## src/rtl/sdram_rd_pkg.sv

```systemverilog
package sdram_rd_pkg;

  localparam int BURST_LEN = 4;
  localparam int BEAT_W    = $clog2(BURST_LEN);
  localparam int LAT_SHORT = 2;
  localparam int LAT_LONG  = 3;

  typedef struct packed {
    logic cs_n;
    logic ras_n;
    logic cas_n;
    logic we_n;
  } sdr_cmd_t;

  localparam sdr_cmd_t CMD_NOP  = '{cs_n: 1'b0, ras_n: 1'b1, cas_n: 1'b1, we_n: 1'b1};
  localparam sdr_cmd_t CMD_READ = '{cs_n: 1'b0, ras_n: 1'b1, cas_n: 1'b0, we_n: 1'b1};

endpackage

```

## src/rtl/sdram_rd_issue.sv

```systemverilog
module sdram_rd_issue
  import sdram_rd_pkg::*;
#(
  parameter int BANK_W = 2,
  parameter int COL_W  = 9,
  parameter int ID_W   = 4
) (
  input  logic              clk,
  input  logic              rst_n,
  input  logic              req_valid,
  output logic              req_ready,
  input  logic [BANK_W-1:0] req_bank,
  input  logic [COL_W-1:0]  req_col,
  input  logic [ID_W-1:0]   req_id,
  output sdr_cmd_t          cmd,
  output logic [BANK_W-1:0] cmd_ba,
  output logic [COL_W-1:0]  cmd_addr,
  output logic              cmd_dqm,
  output logic              st_valid,
  output logic [ID_W-1:0]   st_id,
  output logic [BEAT_W-1:0] st_beat
);

  localparam logic [BEAT_W-1:0] LAST_BEAT = BEAT_W'(BURST_LEN - 1);

  logic accept;

  // A new READ may go out while the beat stream shows its final beat,
  // which puts command edges exactly one burst length apart.
  assign req_ready = !st_valid || (st_beat == LAST_BEAT);
  assign accept    = req_valid && req_ready;

  always_ff @(posedge clk) begin
    if (!rst_n) begin
      cmd      <= CMD_NOP;
      cmd_ba   <= '0;
      cmd_addr <= '0;
      cmd_dqm  <= 1'b1;
      st_valid <= 1'b0;
      st_id    <= '0;
      st_beat  <= '0;
    end else begin
      cmd_dqm <= 1'b0;
      cmd     <= CMD_NOP;
      if (accept) begin
        cmd      <= CMD_READ;
        cmd_ba   <= req_bank;
        cmd_addr <= req_col;
        st_valid <= 1'b1;
        st_id    <= req_id;
        st_beat  <= '0;
      end else if (st_valid) begin
        if (st_beat == LAST_BEAT) begin
          st_valid <= 1'b0;
        end
        st_beat <= st_beat + 1'b1;
      end
    end
  end

endmodule

```

## src/rtl/sdram_rd_tagpipe.sv

```systemverilog
module sdram_rd_tagpipe
  import sdram_rd_pkg::*;
#(
  parameter int TAG_W = 6
) (
  input  logic             clk,
  input  logic             rst_n,
  input  logic             lat_long,
  input  logic             in_valid,
  input  logic [TAG_W-1:0] in_tag,
  output logic             out_valid,
  output logic [TAG_W-1:0] out_tag,
  output logic             busy
);

  localparam int DEPTH = LAT_LONG;

  logic [DEPTH-1:0] v_q;
  logic [TAG_W-1:0] t_q [DEPTH];
  int               tap;

  always_ff @(posedge clk) begin
    if (!rst_n) begin
      v_q <= '0;
      for (int s = 0; s < DEPTH; s++) t_q[s] <= '0;
    end else begin
      v_q    <= {v_q[DEPTH-2:0], in_valid};
      t_q[0] <= in_tag;
      for (int s = 1; s < DEPTH; s++) t_q[s] <= t_q[s-1];
    end
  end

  // The tap sits latency-1 stages down the line, so a tag lines up with
  // the data word that the memory drives in the same cycle.
  always_comb begin
    tap  = lat_long ? (LAT_LONG - 1) : (LAT_SHORT - 1);
    busy = 1'b0;
    for (int s = 0; s < DEPTH; s++) begin
      if (s <= tap && v_q[s]) busy = 1'b1;
    end
  end

  assign out_valid = v_q[tap];
  assign out_tag   = t_q[tap];

endmodule

```

## src/rtl/sdram_rd_capture.sv

```systemverilog
module sdram_rd_capture #(
  parameter int DATA_W = 16,
  parameter int TAG_W  = 6
) (
  input  logic              clk,
  input  logic              rst_n,
  input  logic              tap_valid,
  input  logic [TAG_W-1:0]  tap_tag,
  input  logic [DATA_W-1:0] dq,
  output logic              rd_valid,
  output logic [DATA_W-1:0] rd_data,
  output logic [TAG_W-1:0]  rd_tag
);

  always_ff @(posedge clk) begin
    if (!rst_n) begin
      rd_valid <= 1'b0;
      rd_data  <= '0;
      rd_tag   <= '0;
    end else begin
      rd_valid <= tap_valid;
      if (tap_valid) begin
        rd_data <= dq;
        rd_tag  <= tap_tag;
      end
    end
  end

endmodule

```

## src/rtl/sdram_rd_seq.sv

```systemverilog
module sdram_rd_seq
  import sdram_rd_pkg::*;
#(
  parameter int BANK_W = 2,
  parameter int COL_W  = 9,
  parameter int ID_W   = 4,
  parameter int DATA_W = 16
) (
  input  logic              clk,
  input  logic              rst_n,
  input  logic              cas_lat_sel,
  input  logic              req_valid,
  output logic              req_ready,
  input  logic [BANK_W-1:0] req_bank,
  input  logic [COL_W-1:0]  req_col,
  input  logic [ID_W-1:0]   req_id,
  output logic              cmd_cs_n,
  output logic              cmd_ras_n,
  output logic              cmd_cas_n,
  output logic              cmd_we_n,
  output logic [BANK_W-1:0] cmd_ba,
  output logic [COL_W-1:0]  cmd_addr,
  output logic              cmd_dqm,
  input  logic [DATA_W-1:0] mem_dq_in,
  output logic              rd_valid,
  output logic [DATA_W-1:0] rd_data,
  output logic [ID_W-1:0]   rd_id,
  output logic [1:0]        rd_beat
);

  localparam int TAG_W = ID_W + BEAT_W;

  sdr_cmd_t          cmd;
  logic              st_valid;
  logic [ID_W-1:0]   st_id;
  logic [BEAT_W-1:0] st_beat;
  logic              cl_q;
  logic              idle;
  logic              pipe_busy;
  logic              tap_valid;
  logic [TAG_W-1:0]  tap_tag;
  logic [TAG_W-1:0]  rd_tag;

  sdram_rd_issue #(.BANK_W(BANK_W), .COL_W(COL_W), .ID_W(ID_W)) u_issue (
    .clk(clk), .rst_n(rst_n),
    .req_valid(req_valid), .req_ready(req_ready),
    .req_bank(req_bank), .req_col(req_col), .req_id(req_id),
    .cmd(cmd), .cmd_ba(cmd_ba), .cmd_addr(cmd_addr), .cmd_dqm(cmd_dqm),
    .st_valid(st_valid), .st_id(st_id), .st_beat(st_beat)
  );

  // Latency is frozen while any beat is scheduled or travelling.
  assign idle = !st_valid && !pipe_busy;

  always_ff @(posedge clk) begin
    if (!rst_n) cl_q <= 1'b0;
    else if (idle) cl_q <= cas_lat_sel;
  end

  sdram_rd_tagpipe #(.TAG_W(TAG_W)) u_pipe (
    .clk(clk), .rst_n(rst_n), .lat_long(cl_q),
    .in_valid(st_valid), .in_tag({st_id, st_beat}),
    .out_valid(tap_valid), .out_tag(tap_tag), .busy(pipe_busy)
  );

  sdram_rd_capture #(.DATA_W(DATA_W), .TAG_W(TAG_W)) u_cap (
    .clk(clk), .rst_n(rst_n),
    .tap_valid(tap_valid), .tap_tag(tap_tag), .dq(mem_dq_in),
    .rd_valid(rd_valid), .rd_data(rd_data), .rd_tag(rd_tag)
  );

  assign cmd_cs_n  = cmd.cs_n;
  assign cmd_ras_n = cmd.ras_n;
  assign cmd_cas_n = cmd.cas_n;
  assign cmd_we_n  = cmd.we_n;
  assign rd_id     = rd_tag[TAG_W-1:BEAT_W];
  assign rd_beat   = rd_tag[BEAT_W-1:0];

endmodule

```

## config.mk

```make
export PLATFORM = sky130hd
export DESIGN_NAME = sdram_rd_seq
export DESIGN_NICKNAME = d
export VERILOG_FILES = /design/src/rtl/sdram_rd_pkg.sv /design/src/rtl/sdram_rd_issue.sv /design/src/rtl/sdram_rd_tagpipe.sv /design/src/rtl/sdram_rd_capture.sv /design/src/rtl/sdram_rd_seq.sv
export SDC_FILE = /design/constraint.sdc
export NUM_CORES = 1
export LEC_CHECK = 0
export BUFFER_PORTS_ARGS = -buffer_cell sky130_fd_sc_hd__buf_2
export CORE_MARGIN = 2
export CORE_UTILIZATION = 45
export DETAILED_ROUTE_END_ITERATION = 8
export GPL_ROUTABILITY_DRIVEN = 1
export PLACE_DENSITY = 0.7
export SETUP_SLACK_MARGIN = 0.05
export SLEW_MARGIN = 20
export SYNTH_ARGS = -nofsm -noshare
export SYNTH_HDL_FRONTEND = slang
export SYNTH_SLANG_ARGS = --single-unit
```

## constraint.sdc

```tcl
create_clock -name clk -period 4.45 [get_ports clk]
set_clock_uncertainty 0.2 [all_clocks]
set_input_delay 0.445 -clock clk [delete_from_list [all_inputs] [get_ports clk]]
set_output_delay 0.445 -clock clk [all_outputs]
set_load 0.1 [all_outputs]
```

[Word-level counts from Yosys, hierarchy flattened]
Memories as Yosys holds them, arrays and structs flattened. A register that Yosys moved wholly into a read port is not among the register bits.
Cells that the tools add are included.
Operators by class
  muxes and demuxes: 16
  bitwise operators: 4
  $lt $le $gt $ge: 4
  equal/unequal tests: 1
  $add $sub $neg: 1
  reduce and logical (&&, ||, !) cells: 10
Operator list (number)
  1-bit by 32-bit less-or-equal comparator with 1-bit output, first input constant: 1
  2-bit by 32-bit less-or-equal comparator with 1-bit output, first input constant: 1
  3-bit by 32-bit less-or-equal comparator with 1-bit output, first input constant: 1
  32-bit by 4-bit < comparator with 1-bit output, second input constant: 1
  6-bit two-way mux: 3
  1-bit two-way mux: 10
  1-bit logical AND: 5
  2-bit two-way mux: 2
  1-bit logical NOT: 3
  1-bit OR: 3
  2-bit by 1-bit adder with 2-bit output, second input constant: 1
  1-bit binary-select mux with 2-bit select: 1
  2-bit equality test, second input constant: 1
  2-bit OR reduction: 1
  1-bit logical OR: 1
  1-bit NOT: 1
Storage, ports and cells
  memories kept: 1
  input bits: 35
  logic and storage cells: 51
  RAM bits: 18
  flip-flop bits (word level): 44
Memories
  u_pipe.t_q: words 3, width 6, read ports 3, clocked after memory_dff 1, write ports 3, RTL line sdram_rd_tagpipe.sv:19  | logic [TAG_W-1:0] t_q [DEPTH];

[Logic depth before layout (Yosys ltp)]
Gate-level depths: netlist of run 1.
  depth in word-level cells: 8
  depth in mapped cells: 6
  mapped depth without buffers: 4

[Hierarchy]
Synthesis of run 1 repeated with hierarchy kept, for this count alone.
Unflattened totals
  cells, all modules: 220
  area, all modules: 2433.6 µm²
By module, submodules not included
  sdram_rd_capture: times used 1, seq. area each 460.4 µm², cells an instance 73, area each 883.3 µm²
  sdram_rd_issue: times used 1, seq. area each 400.4 µm², cells an instance 90, area each 824.5 µm²
  sdram_rd_tagpipe: times used 1, seq. area each 420.4 µm², cells an instance 53, area each 686.9 µm²
  sdram_rd_seq: times used 1, seq. area each 20.0 µm², cells an instance 4, area each 38.8 µm²

[Worst setup path before layout of run 1]
No wires, ideal clock.
  kind: register to register
  start: reg u_issue.st_beat[0]
  end: reg u_issue.cmd_addr[0]
  setup time: 119 ps
  arrival: 1510 ps
  path buffers: 2
  path slack: 2621 ps
  cell stages (with the launch flop): 7
  period minus slack after synthesis: 1829 ps
  path through: dfxtp_1 > ha_1 > nand2b_4 > and3_4 > buf_6 > buf_6 > a22o_1
Between the ends
  word-level cells in the longest chain between the ends: 3
RTL lines
  start, declared: RTL line sdram_rd_issue.sv:21  | output logic [BEAT_W-1:0] st_beat
  start signal, assigned: RTL line sdram_rd_issue.sv:56  | st_beat <= st_beat + 1'b1;
  2-bit equality test: RTL line sdram_rd_issue.sv:30  | assign req_ready = !st_valid || (st_beat == LAST_BEAT);
  1-bit logical OR: RTL line sdram_rd_issue.sv:30
  via req_ready: RTL line sdram_rd_seq.sv:13  | output logic req_ready,
  1-bit logical AND: RTL line sdram_rd_issue.sv:31  | assign accept = req_valid && req_ready;
  end signal, assigned: RTL line sdram_rd_issue.sv:48  | cmd_addr <= req_col;
  end, declared: RTL line sdram_rd_issue.sv:17  | output logic [COL_W-1:0] cmd_addr,
The timed path passes the listed nets, and every way through them passes these cells.
A chain may end at the register's enable or synchronous reset.

[Final worst setup path of run 1]
  start: reg u_issue.st_beat[0]
  end: out req_ready
Between the ends
  word-level cells in the longest chain between the ends: 2
RTL lines (RTL line)
  2-bit equality test: sdram_rd_issue.sv:30
  1-bit logical OR: sdram_rd_issue.sv:30
  end, declared: sdram_rd_seq.sv:13
Every way passes these cells.

==> summary.txt, run 1 <==
Layout cells sized above 1: 32.7%
Worst Reg2Reg Path Length in Cells: 3
Crit start category: flip-flop
Area share of fa/ha/maj cells after synthesis: 0.580%
Crit path max-delay cell type: buf_2
Largest net degree at the start of global routing: 29
Area share of the largest cell type after synthesis: 60.3%
Nets: 309
H-tree depth: 3
Drt first pass iters: 4
Total area of sequential cells: 1300 sq um
Clk_lat worst skew: 0.33 ns
Post-CTS Repair Setup Buffers: 0
Post-route minimum period: 2.08 ns
Post-CTS Resized: 0
Worst VDD drop: 0.259 mV
Max Buffers Root-to-Sink: 2
Synth cell types: 28
Vias in the first global route: 1,375
WL/cell: 11.2 um
First-pass GRT wire length: 5840 um
Vias: 1,541
Synthesized flop and latch total: 65
ANT nets after route: 0
Clock-pin slew on the worst setup and hold paths: 0.07 ns
Lkg Pwr: 0.00119 uW
Largest family of logic cells by synthesized area: simple AND/OR/NAND/NOR gates
CP max stage delay: 0.44 ns
Setup TNS Final: 0 ns
Mux contribution to synthesized area: 4.99%
Initial antenna violation count: 0
Post-synthesis average cell area: 10.6 sq um
Total GRT Usage: 14.6%
PnR Total Power: 1220 uW
R2R Setup Slk: 2.70 ns
Largest area contributor in the netlist: dfxtp_1
Top Family by Delay on Critical Path: buffers and inverters
Post-Route WL: 3700 um
Fin crit share: 46.7%
Post-CTS Hold Buffers: 0
Gp weighted congestion: 0.686
Register area share after synthesis: 60.3%
Post-synthesis compound-gate area fraction: 13.4%
Hpwl dp: 2510 um
Core box area: 4660 sq um
Die Area: 5370 sq um
Number of fill cells: 420
Worst min path class: input pin to flip-flop
FFs w/ async S/R, synth: 0%
Worst-margin pin slew: 0.653 ns
Ys Warns: 0
CTS Buf Count: 9
Status: completed
Final setup viols: 0
P per Cell Area: 459 nW/um^2
WP data arrival: 1.43 ns
CTS tree: done
N_diodes: 0
Chip height: 73.3 um
Initial core utilization: 46.3%
Core Rows: 25
Final hold violations: 0
Post-synthesis xor/xnor area fraction: 0.406%
Post-synth top flop: dfxtp_1
WHS Path Cells: 2
Simple-gate share of the synthesized area: 15.2%
Reg-to-Reg End: u_cap.rd_data[7]
Worst EP required: 3.81 ns
Layout overhead on the synthesized area: 22.8%
CP Cell Sequence: ha_1 -> nand2b_4 -> buf_2
Mapped Area: 2160 sq um
Number of port buffers: 71
Drt via density: 4.64
Fmax: 0.481 GHz
Critical path type: flip-flop to output port
Post-synthesis instance total: 204
Critical path fanouts, max: 6
Worst hold endpoint: u_issue.cmd_addr[2]
Pre-CTS setup slack: 2.35 ns
Max-slew headroom: 56.5%
Max-cap violations: 0
Die Span X: 73.3 um
Critical path buffer and inverter count: 1
Drt drc: 0
Clock root cell: clkbuf_8
Setup WS post-layout: 2.37 ns
Area occupied by multi-input gates: 759 sq um
Reg-to-reg critical path startpoint: cl_q
Util after Layout: 56.9%
Max Slew Vio Count: 0
Worst Hold Launch: req_col[2]
Unrepaired setup endpoints after global routing: false
DRT iter0 DRCs: 61
# IOs: 75
Clk sinks: 65
Grt total ovfl: 0
Top post-synthesis cells by area: dfxtp_1, and2_1, nand2_1, a22o_1, a21oi_1
CP Capture Type: output port
EDFF count, synth: 0
## how the worst max path moves through the flow
stage | startpoint | slack (ns) | to | cells past startpoint
after floorplan | u_issue.st_beat[0] | 2.62 | u_issue.cmd_addr[0] | 6
after global placement | rst_n | 2.40 | u_issue.cmd_addr[6] | 4
after detailed placement | rst_n | 2.35 | u_issue.cmd_addr[1] | 4
after CTS | u_issue.st_beat[0] | 2.35 | req_ready | 3
after global routing | u_issue.st_beat[0] | 2.28 | req_ready | 3
final | u_issue.st_beat[0] | 2.37 | req_ready | 3
## cell families after synthesis
kind of cell,Yosys count
xor gates and xnor gates,1
AOI/OAI and AO/OA,42
buffers and inverters,17
adders and majority gates,1
DFF,65
muxes,9
other,2
and+or+nand+nor,67
## final cells by class
cell class                      instances  area share [%]
Clock inverter                          4           0.755
Tap cell                               54            2.55
Clock buffer                           12            5.10
Multi-Input combinational cell        123            28.7
Inverter                                3           0.425
Sequential cell                        65            49.1
Timing Repair Buffer                   71            13.4
## per-layer routing
metal | part of all wire, % | up-vias | track usage, %
met3 | 8.1 | 4 | 8.09
li1 | - | 818 | -
met4 | 0.86 | 0 | 6.17
met2 | 45 | 54 | 21.7
met1 | 46 | 665 | 17.4
met5 | 0 | - | 0
## worst reg2reg max path, delay by kind of cell (launching register included)
family / cells / cell delay (ns)
AO/OA/AOI/OAI: 1 / 0.14
flip-flops: 1 / 0.65
multiplexers: 1 / 0.58
AND/OR/NAND/NOR: 1 / 0.11
## cell usage in the layout (no fill, tap or decap), drive strengths merged
cell and count:
nor2b 1, ha 1, nand3 1, and2 22
xor2 1, clkbuf 12, a21bo 1, clkinv 4
nor2 7, inv 3, a22o 14, mux2i 8
conb 3, o41ai 1, buf 71, nand2 33
a211oi 6, a21oi 20, and3 1, dfxtp 65
nand2b 1, mux2 1, nor3 1
## where the power goes
| group | internal (uW) | switching (uW) |
|---|---|---|
| registers | 605 | 14.7 |
| clock network | 199 | 200 |
| logic | 41.8 | 155 |
| total | 846 | 370 |
## flip-flops by register name (all words and copies together), names as in the netlist, 2 cells and up
| register | cells |
|---|---|
| u_pipe.v_q | 3 |
| u_issue.cmd_addr | 9 |
| u_cap.rd_tag | 6 |
| u_issue.cmd_ba | 2 |
| u_pipe.t_q | 18 |
| u_cap.rd_data | 16 |
| u_issue.st_id | 4 |
| u_issue.st_beat | 2 |
## synthesized netlist by cell type, types with 2 or more instances
cell / number
inv_1: 2
nor2_1: 7
clkbuf_1: 3
a211oi_1: 6
buf_4: 5
a22o_1: 14
conb_1: 2
dfxtp_1: 65
a21oi_1: 19
and2_1: 22
buf_6: 2
mux2i_1: 7
buf_2: 3
nand2_1: 33
## metrics by stage
| step | area [sq um] | cells | hold WS [ns] |
|---|---|---|---|
| 3_5_place_dp | 2490 | 316 | 0.217 |
| 2_1_floorplan | 2160 | 205 | 0.206 |
| 3_3_place_gp | 2490 | 316 | 0.208 |
| 6_report | 2650 | 332 | 0.127 |
| 5_1_grt | 2650 | 332 | 0.116 |
| 4_1_cts | 2650 | 332 | 0.111 |
No activity file was read; power rests on OpenSTA's default activity.
==> run 2, diff against run 1 <==
--- a/config.mk
+++ b/config.mk
@@ -7,10 +7,10 @@
 export LEC_CHECK = 0
 export BUFFER_PORTS_ARGS = -buffer_cell sky130_fd_sc_hd__buf_2
 export CORE_MARGIN = 2
-export CORE_UTILIZATION = 45
+export CORE_UTILIZATION = 44
 export DETAILED_ROUTE_END_ITERATION = 8
 export GPL_ROUTABILITY_DRIVEN = 1
-export PLACE_DENSITY = 0.7
+export PLACE_DENSITY = 0.71
 export SETUP_SLACK_MARGIN = 0.05
 export SLEW_MARGIN = 20
 export SYNTH_ARGS = -nofsm -noshare
==> constraint.sdc (replaced) <==
create_clock -name clk -period 1.8 [get_ports clk]
set_clock_uncertainty 0.2 [all_clocks]
set_input_delay 0.18 -clock clk [delete_from_list [all_inputs] [get_ports clk]]
set_output_delay 0.18 -clock clk [all_outputs]
set_load 0.1 [all_outputs]
==> run 2 against run 1 <==
- worst hold slack lost 0.061 ns
- via count grew 13%
- core utilization grew 7.4 points
- highest routed layer unchanged
==> summary.txt, run 2 (synthesis results as in run 1) <==
Seq pwr share: 49.6% (-1.4 points)
Initial antenna violation count: 0 (unchanged)
Die Area: 5480 sq um (+2.1%)
Nets: 346 (+12%)
Clk sinks: 65 (unchanged)
Sw Ratio: 30.4% (-0.051 points)
Crit start category: flip-flop
First-pass GRT wire length: 6640 um (+14%)
Post-CTS Repair Setup Buffers: 0 (unchanged)
Fin area: 3040 sq um (+15%)
Placed inst area: 2540 sq um (+1.7%)
Vias: 1,743 (+13%)
ANT nets after route: 0 (unchanged)
Die Span X: 74.0 um (+1.1%)
Layout overhead on the synthesized area: 40.7%
Unrepaired setup endpoints after global routing: false
Chip height: 74.0 um (+1.1%)
CTS tree: done
CTS Buf Count: 9 (unchanged)
Max-cap violations: 0 (unchanged)
Drt via density: 4.56 (-1.7%)
Dpl cells: 332 (+5.1%)
Fmax: 0.601 GHz
Critical path buffer and inverter count: 1 (unchanged)
Vias in the first global route: 1,637 (+19%)
Status: completed
P_sw: 937 uW (+150%)
CP max stage delay: 0.34 ns (-0.10 ns)
Post-route minimum period: 1.66 ns
Setup TNS Final: 0 ns (unchanged)
Clock root cell: clkbuf_8
Grt total ovfl: 0 (unchanged)
Worst min path class: input pin to flip-flop
Max Buffers Root-to-Sink: 2 (unchanged)
# IOs: 75 (unchanged)
Worst-margin pin slew: 0.506 ns (-0.147 ns)
Setup WS post-layout: 0.136 ns (-2.23 ns)
Core Rows: 25 (unchanged)
Reg-to-reg critical path startpoint: u_issue.st_beat[1]
Critical path type: flip-flop to output port
Top Family by Delay on Critical Path: flip-flops
Max-slew headroom: 65.5% (+9.1 points)
H-tree depth: 3 (unchanged)
Clock share of power: 32.3% (-0.5 points)
Pre-CTS setup slack: 0.227 ns (-2.12 ns)
Core box area: 4720 sq um (+1.3%)
Fin crit share: 92.5%
Gp weighted congestion: 0.646 (-5.9%)
Final setup viols: 0 (unchanged)
P per Cell Area: 1010 nW/um^2 (+120%)
Drt first pass iters: 3 (-1)
WP data arrival: 1.28 ns (-0.15 ns)
Biggest register: u_pipe.t_q
Largest register FFs: 18 (unchanged)
Critical path fanouts, max: 6 (unchanged)
Lkg Pwr: 0.00135 uW (+13%)
N_diodes: 0 (unchanged)
Largest net degree at the start of global routing: 29 (unchanged)
Total GRT Usage: 16.2% (+1.6 points)
Worst VDD drop: 0.704 mV (+170%)
Layout cells sized above 1: 30.8% (-1.9 points)
Post-Route WL: 4280 um (+16%)
R2R Setup Slk: 0.14 ns (-2.56 ns)
Worst Setup SP: u_issue.st_beat[0]
Initial core utilization: 45.7% (-0.61 points)
CP Cell Sequence: ha_2 -> nand2b_4 -> buf_4
CP Capture Type: output port
Number of port buffers: 71 (unchanged)
WL/cell: 11.2 um (+0.55%)
Biggest regs: u_pipe.t_q (18), u_cap.rd_data (16), u_issue.cmd_addr (9)
Cell internal pwr: 2150 uW (+150%)
Clk_lat worst skew: 0.33 ns (about the same)
Most frequent cells in the layout: buf_2, dfxtp_1, dlygate4sd3_1, nand2_1, and2_1
Worst Hold Launch: rst_n
Final Non-Filler Cells: 382 (+15%)
Comb power frac: 18.1% (+1.9 points)
Max Slew Vio Count: 0 (unchanged)
Hpwl dp: 2700 um (+7.3%)
Final hold violations: 0 (unchanged)
DRT iter0 DRCs: 19 (-69%)
Drt drc: 0 (unchanged)
Crit path max-delay cell type: dfxtp_2
PnR Total Power: 3080 uW (+150%)
Clock-pin slew on the worst setup and hold paths: 0.06 ns (about the same)
Worst EP required: 1.42 ns (-2.39 ns)
Most common cell after layout, fill and taps aside: buf_2
==> run 2: routing by layer <==
layer,up-vias,share of wire [%],track usage (%)
li1,888,-,-
met1,786,44,16.3
met2,63,47,29.1
met3,6,7.8,8.13
met4,0,1.2,5.45
met5,-,0,0
==> run 2: timing repair <==
action,CTS,global route
endpoints found under the setup margin,1,1
hold endpoints to repair,33,0
hold buffers,34,0
resized for setup,1,1
cloned,0,0
==> run 2: path summary, 6_finish.rpt <==
path,to,depth (start not counted)
setup / recovery,req_ready,3
hold / removal,u_pipe.t_q[2][4],2
setup reg to reg,u_issue.st_id[0],5
hold reg to reg,u_pipe.t_q[1][0],1
==> run 2: metrics by stage <==
stage,util [%],hold slack [ns]
6_report,64.3,0.0661
3_5_place_dp,53.7,0.201
2_1_floorplan,-,0.107
5_1_grt,64.3,0.0768
3_3_place_gp,53.7,0.202
4_1_cts,64.3,0.0589
==> run 2: power groups by stage <==
stage / clock (uW) / combinational [uW] / sequential, uW
detailed placement: 0 / 502 / 1560
global route: 1090 / 586 / 1540
floorplan: 0 / 161 / 1810
CTS: 1030 / 559 / 1530
global placement: 0 / 496 / 1560
finish: 995 / 558 / 1530
==> run 2: cell type report <==
| cell class | instances | area [sq um] |
|---|---|---|
| Fill cell | 376 | 1690 |
| Sequential cell | 65 | 1300 |
| Multi-Input combinational cell | 123 | 762 |
| Timing Repair Buffer | 108 | 721 |
| Clock buffer | 12 | 135 |
| Tap cell | 67 | 83.8 |
| Clock inverter | 4 | 20.0 |
| Inverter | 3 | 11.3 |
==> run 3, diff against run 2 <==
--- a/config.mk
+++ b/config.mk
@@ -6,12 +6,12 @@
 export NUM_CORES = 1
 export LEC_CHECK = 0
 export BUFFER_PORTS_ARGS = -buffer_cell sky130_fd_sc_hd__buf_2
-export CORE_MARGIN = 2
 export CORE_UTILIZATION = 44
 export DETAILED_ROUTE_END_ITERATION = 8
 export GPL_ROUTABILITY_DRIVEN = 1
 export PLACE_DENSITY = 0.71
 export SETUP_SLACK_MARGIN = 0.05
+export SKIP_CTS_REPAIR_TIMING = 1
 export SLEW_MARGIN = 20
 export SYNTH_ARGS = -nofsm -noshare
 export SYNTH_HDL_FRONTEND = slang
==> constraint.sdc (replaced) <==
create_clock -name clk -period 1.8 [get_ports clk]
set_clock_uncertainty 0.2 [all_clocks]
set_input_delay 0.18 -clock clk [delete_from_list [all_inputs] [get_ports clk]]
set_output_delay 0.18 -clock clk [all_outputs]
set_load 0.005 [all_outputs]
==> run 3 against run 2 <==
- register-to-register slack gained 0.16 ns
- largest power group unchanged
- non-clock buffer count shrank 1
- power grew 1.9%
- maximum frequency grew 8.8%
- design area grew 1.6%
- cell count shrank 0.26%
- flip-flop and latch count is the same
- via count shrank 1.7%
- worst hold slack lost 0.00069 ns
==> summary.txt, run 3 (synthesis results as in run 1) <==
Grt total ovfl: 0 (unchanged)
Max Buffers Root-to-Sink: 2 (unchanged)
Layout overhead on the synthesized area: 43.0%
Biggest regs: u_pipe.t_q (18), u_cap.rd_data (16), u_issue.cmd_addr (9)
Most common cell after layout, fill and taps aside: buf_2
Initial antenna violation count: 0 (unchanged)
Worst min path class: input pin to flip-flop
Core Rows: 25 (unchanged)
Chip height: 72.0 um (-2.7%)
Drt via density: 4.50 (-1.5%)
Number of fill cells: 372 (-1.1%)
Critical path type: flip-flop to output port
Final hold violations: 0 (unchanged)
Hpwl dp: 2440 um (-9.6%)
First-pass GRT wire length: 5800 um (-13%)
Most frequent cells in the layout: buf_2, dfxtp_1, nand2_1, dlygate4sd3_1, and2_1
Lkg Pwr: 0.00137 uW (+1.9%)
Fmax: 0.654 GHz (+8.8%)
Largest net degree at the start of global routing: 29 (unchanged)
Total GRT Usage: 14.8% (-1.4 points)
N_diodes: 0 (unchanged)
Critical path fanouts, max: 6 (unchanged)
Core box area: 4720 sq um (unchanged)
Largest register FFs: 18 (unchanged)
WP data arrival: 1.15 ns (-0.13 ns)
PnR Total Power: 3140 uW (+1.9%)
Crit path max-delay cell type: dfxtp_1
Drt first pass iters: 4 (+1)
WL/cell: 11.1 um (-0.93%)
Fin crit share: 85.0% (-7.5 points)
CTS tree: done
Total area of sequential cells: 1300 sq um (-0.19%)
Initial core utilization: 45.7% (unchanged)
Final setup viols: 0 (unchanged)
Biggest register: u_pipe.t_q
Setup TNS Final: 0 ns (unchanged)
Worst-margin pin slew: 0.514 ns (+0.00846 ns)
Max-slew headroom: 65.0% (-0.58 points)
DRT iter0 DRCs: 59 (+40)
CP Cell Sequence: ha_1 -> nand2b_4 -> buf_2
Pre-CTS setup slack: 0.313 ns (+0.0859 ns)
Clock-pin slew on the worst setup and hold paths: 0.06 ns (about the same)
CP Capture Type: output port
Max Slew Vio Count: 0 (unchanged)
Post-route minimum period: 1.53 ns (-0.134 ns)
Area occupied by multi-input gates: 759 sq um (-0.33%)
Setup WS post-layout: 0.270 ns (+0.134 ns)
Number of port buffers: 71 (unchanged)
Dpl cells: 332 (unchanged)
Vias: 1,713 (-1.7%)
H-tree depth: 3 (unchanged)
Vias in the first global route: 1,345 (-18%)
Status: completed
P per Cell Area: 1020 nW/um^2 (+0.25%)
WHS: 0.0654 ns (-0.000691 ns)
Worst EP required: 1.42 ns (about the same)
Gp weighted congestion: 0.728 (+13%)
CTS Buf Count: 9 (unchanged)
Worst Reg2Reg Path Length in Cells: 3 (-2)
CP max stage delay: 0.33 ns (about the same)
Die Area: 5190 sq um (-5.3%)
Post-Route WL: 4230 um (-1.2%)
Layout cells sized above 1: 29.9% (-0.86 points)
Crit start category: flip-flop
Drt drc: 0 (unchanged)
ANT nets after route: 0 (unchanged)
Final Non-Filler Cells: 381 (-0.26%)
Unrepaired setup endpoints after global routing: false
Nets: 345 (-0.29%)
Clk_lat worst skew: 0.33 ns (about the same)
Worst VDD drop: 0.555 mV (-21%)
Max-cap violations: 0 (unchanged)
# IOs: 75 (unchanged)
Clock root cell: clkbuf_8
WHS Path Cells: 2 (unchanged)
Die Span X: 72.0 um (-2.7%)
Clk sinks: 65 (unchanged)
-- run 3: cell types whose count changed in the layout (fill, tap and decap cells not counted), sizes merged --
cell / change
dlygate4sd3: -1
clkbuf: +2
bufinv: +2
clkinv: -4
-- run 3: path summary, 6_finish.rpt --
path / from / slack (ns) / end
worst max register to register: cl_q / 0.30 / u_cap.rd_data[6]
worst min register to register: u_pipe.t_q[0][0] / 0.22 / u_pipe.t_q[1][0]
worst max-delay path: u_issue.st_beat[0] / 0.27 / req_ready
worst min-delay path: rst_n / 0.07 / u_pipe.t_q[2][2]
-- run 3: final cells by class --
type                    instances  area share [%]
clock buffers                  14            5.27
clock inverters                 2            1.95
inverters                       3           0.365
multi-input cells             123            24.6
flip-flops and latches         65            42.2
well taps                      67            2.72
repair buffers                107            22.9
-- run 3: report_power, final --
group | switching (uW) | total (uW) | internal [uW]
Clock | 490 | 1350 | 858
Sequential | 32.5 | 1530 | 1500
Combinational | 110 | 264 | 154
Total | 632 | 3140 | 2510
-- run 3: per-layer routing --
layer  vias up  track usage [%]  part of all wire [%]
met1       755             16.7                    42
met2        65             22.9                    49
met5         -                0                     0
met4         0             7.84                   2.0
met3         7             7.78                   6.6
li1        886                -                     -
-- run 3: per-stage QoR --
step	area, sq um	utilization [%]
floorplan	2160	-
CTS	2760	58.4
global placement	2530	53.6
detailed placement	2530	53.6
global route	3090	65.4
finish	3090	65.4
-- run 3: worst max-delay path: cells and delay by family, from the launching register on --
| kind | cells | cell delay, ns |
|---|---|---|
| buf+inv | 1 | 0.14 |
| simple gates | 1 | 0.16 |
| fa+ha+maj | 1 | 0.19 |
| flops | 1 | 0.33 |
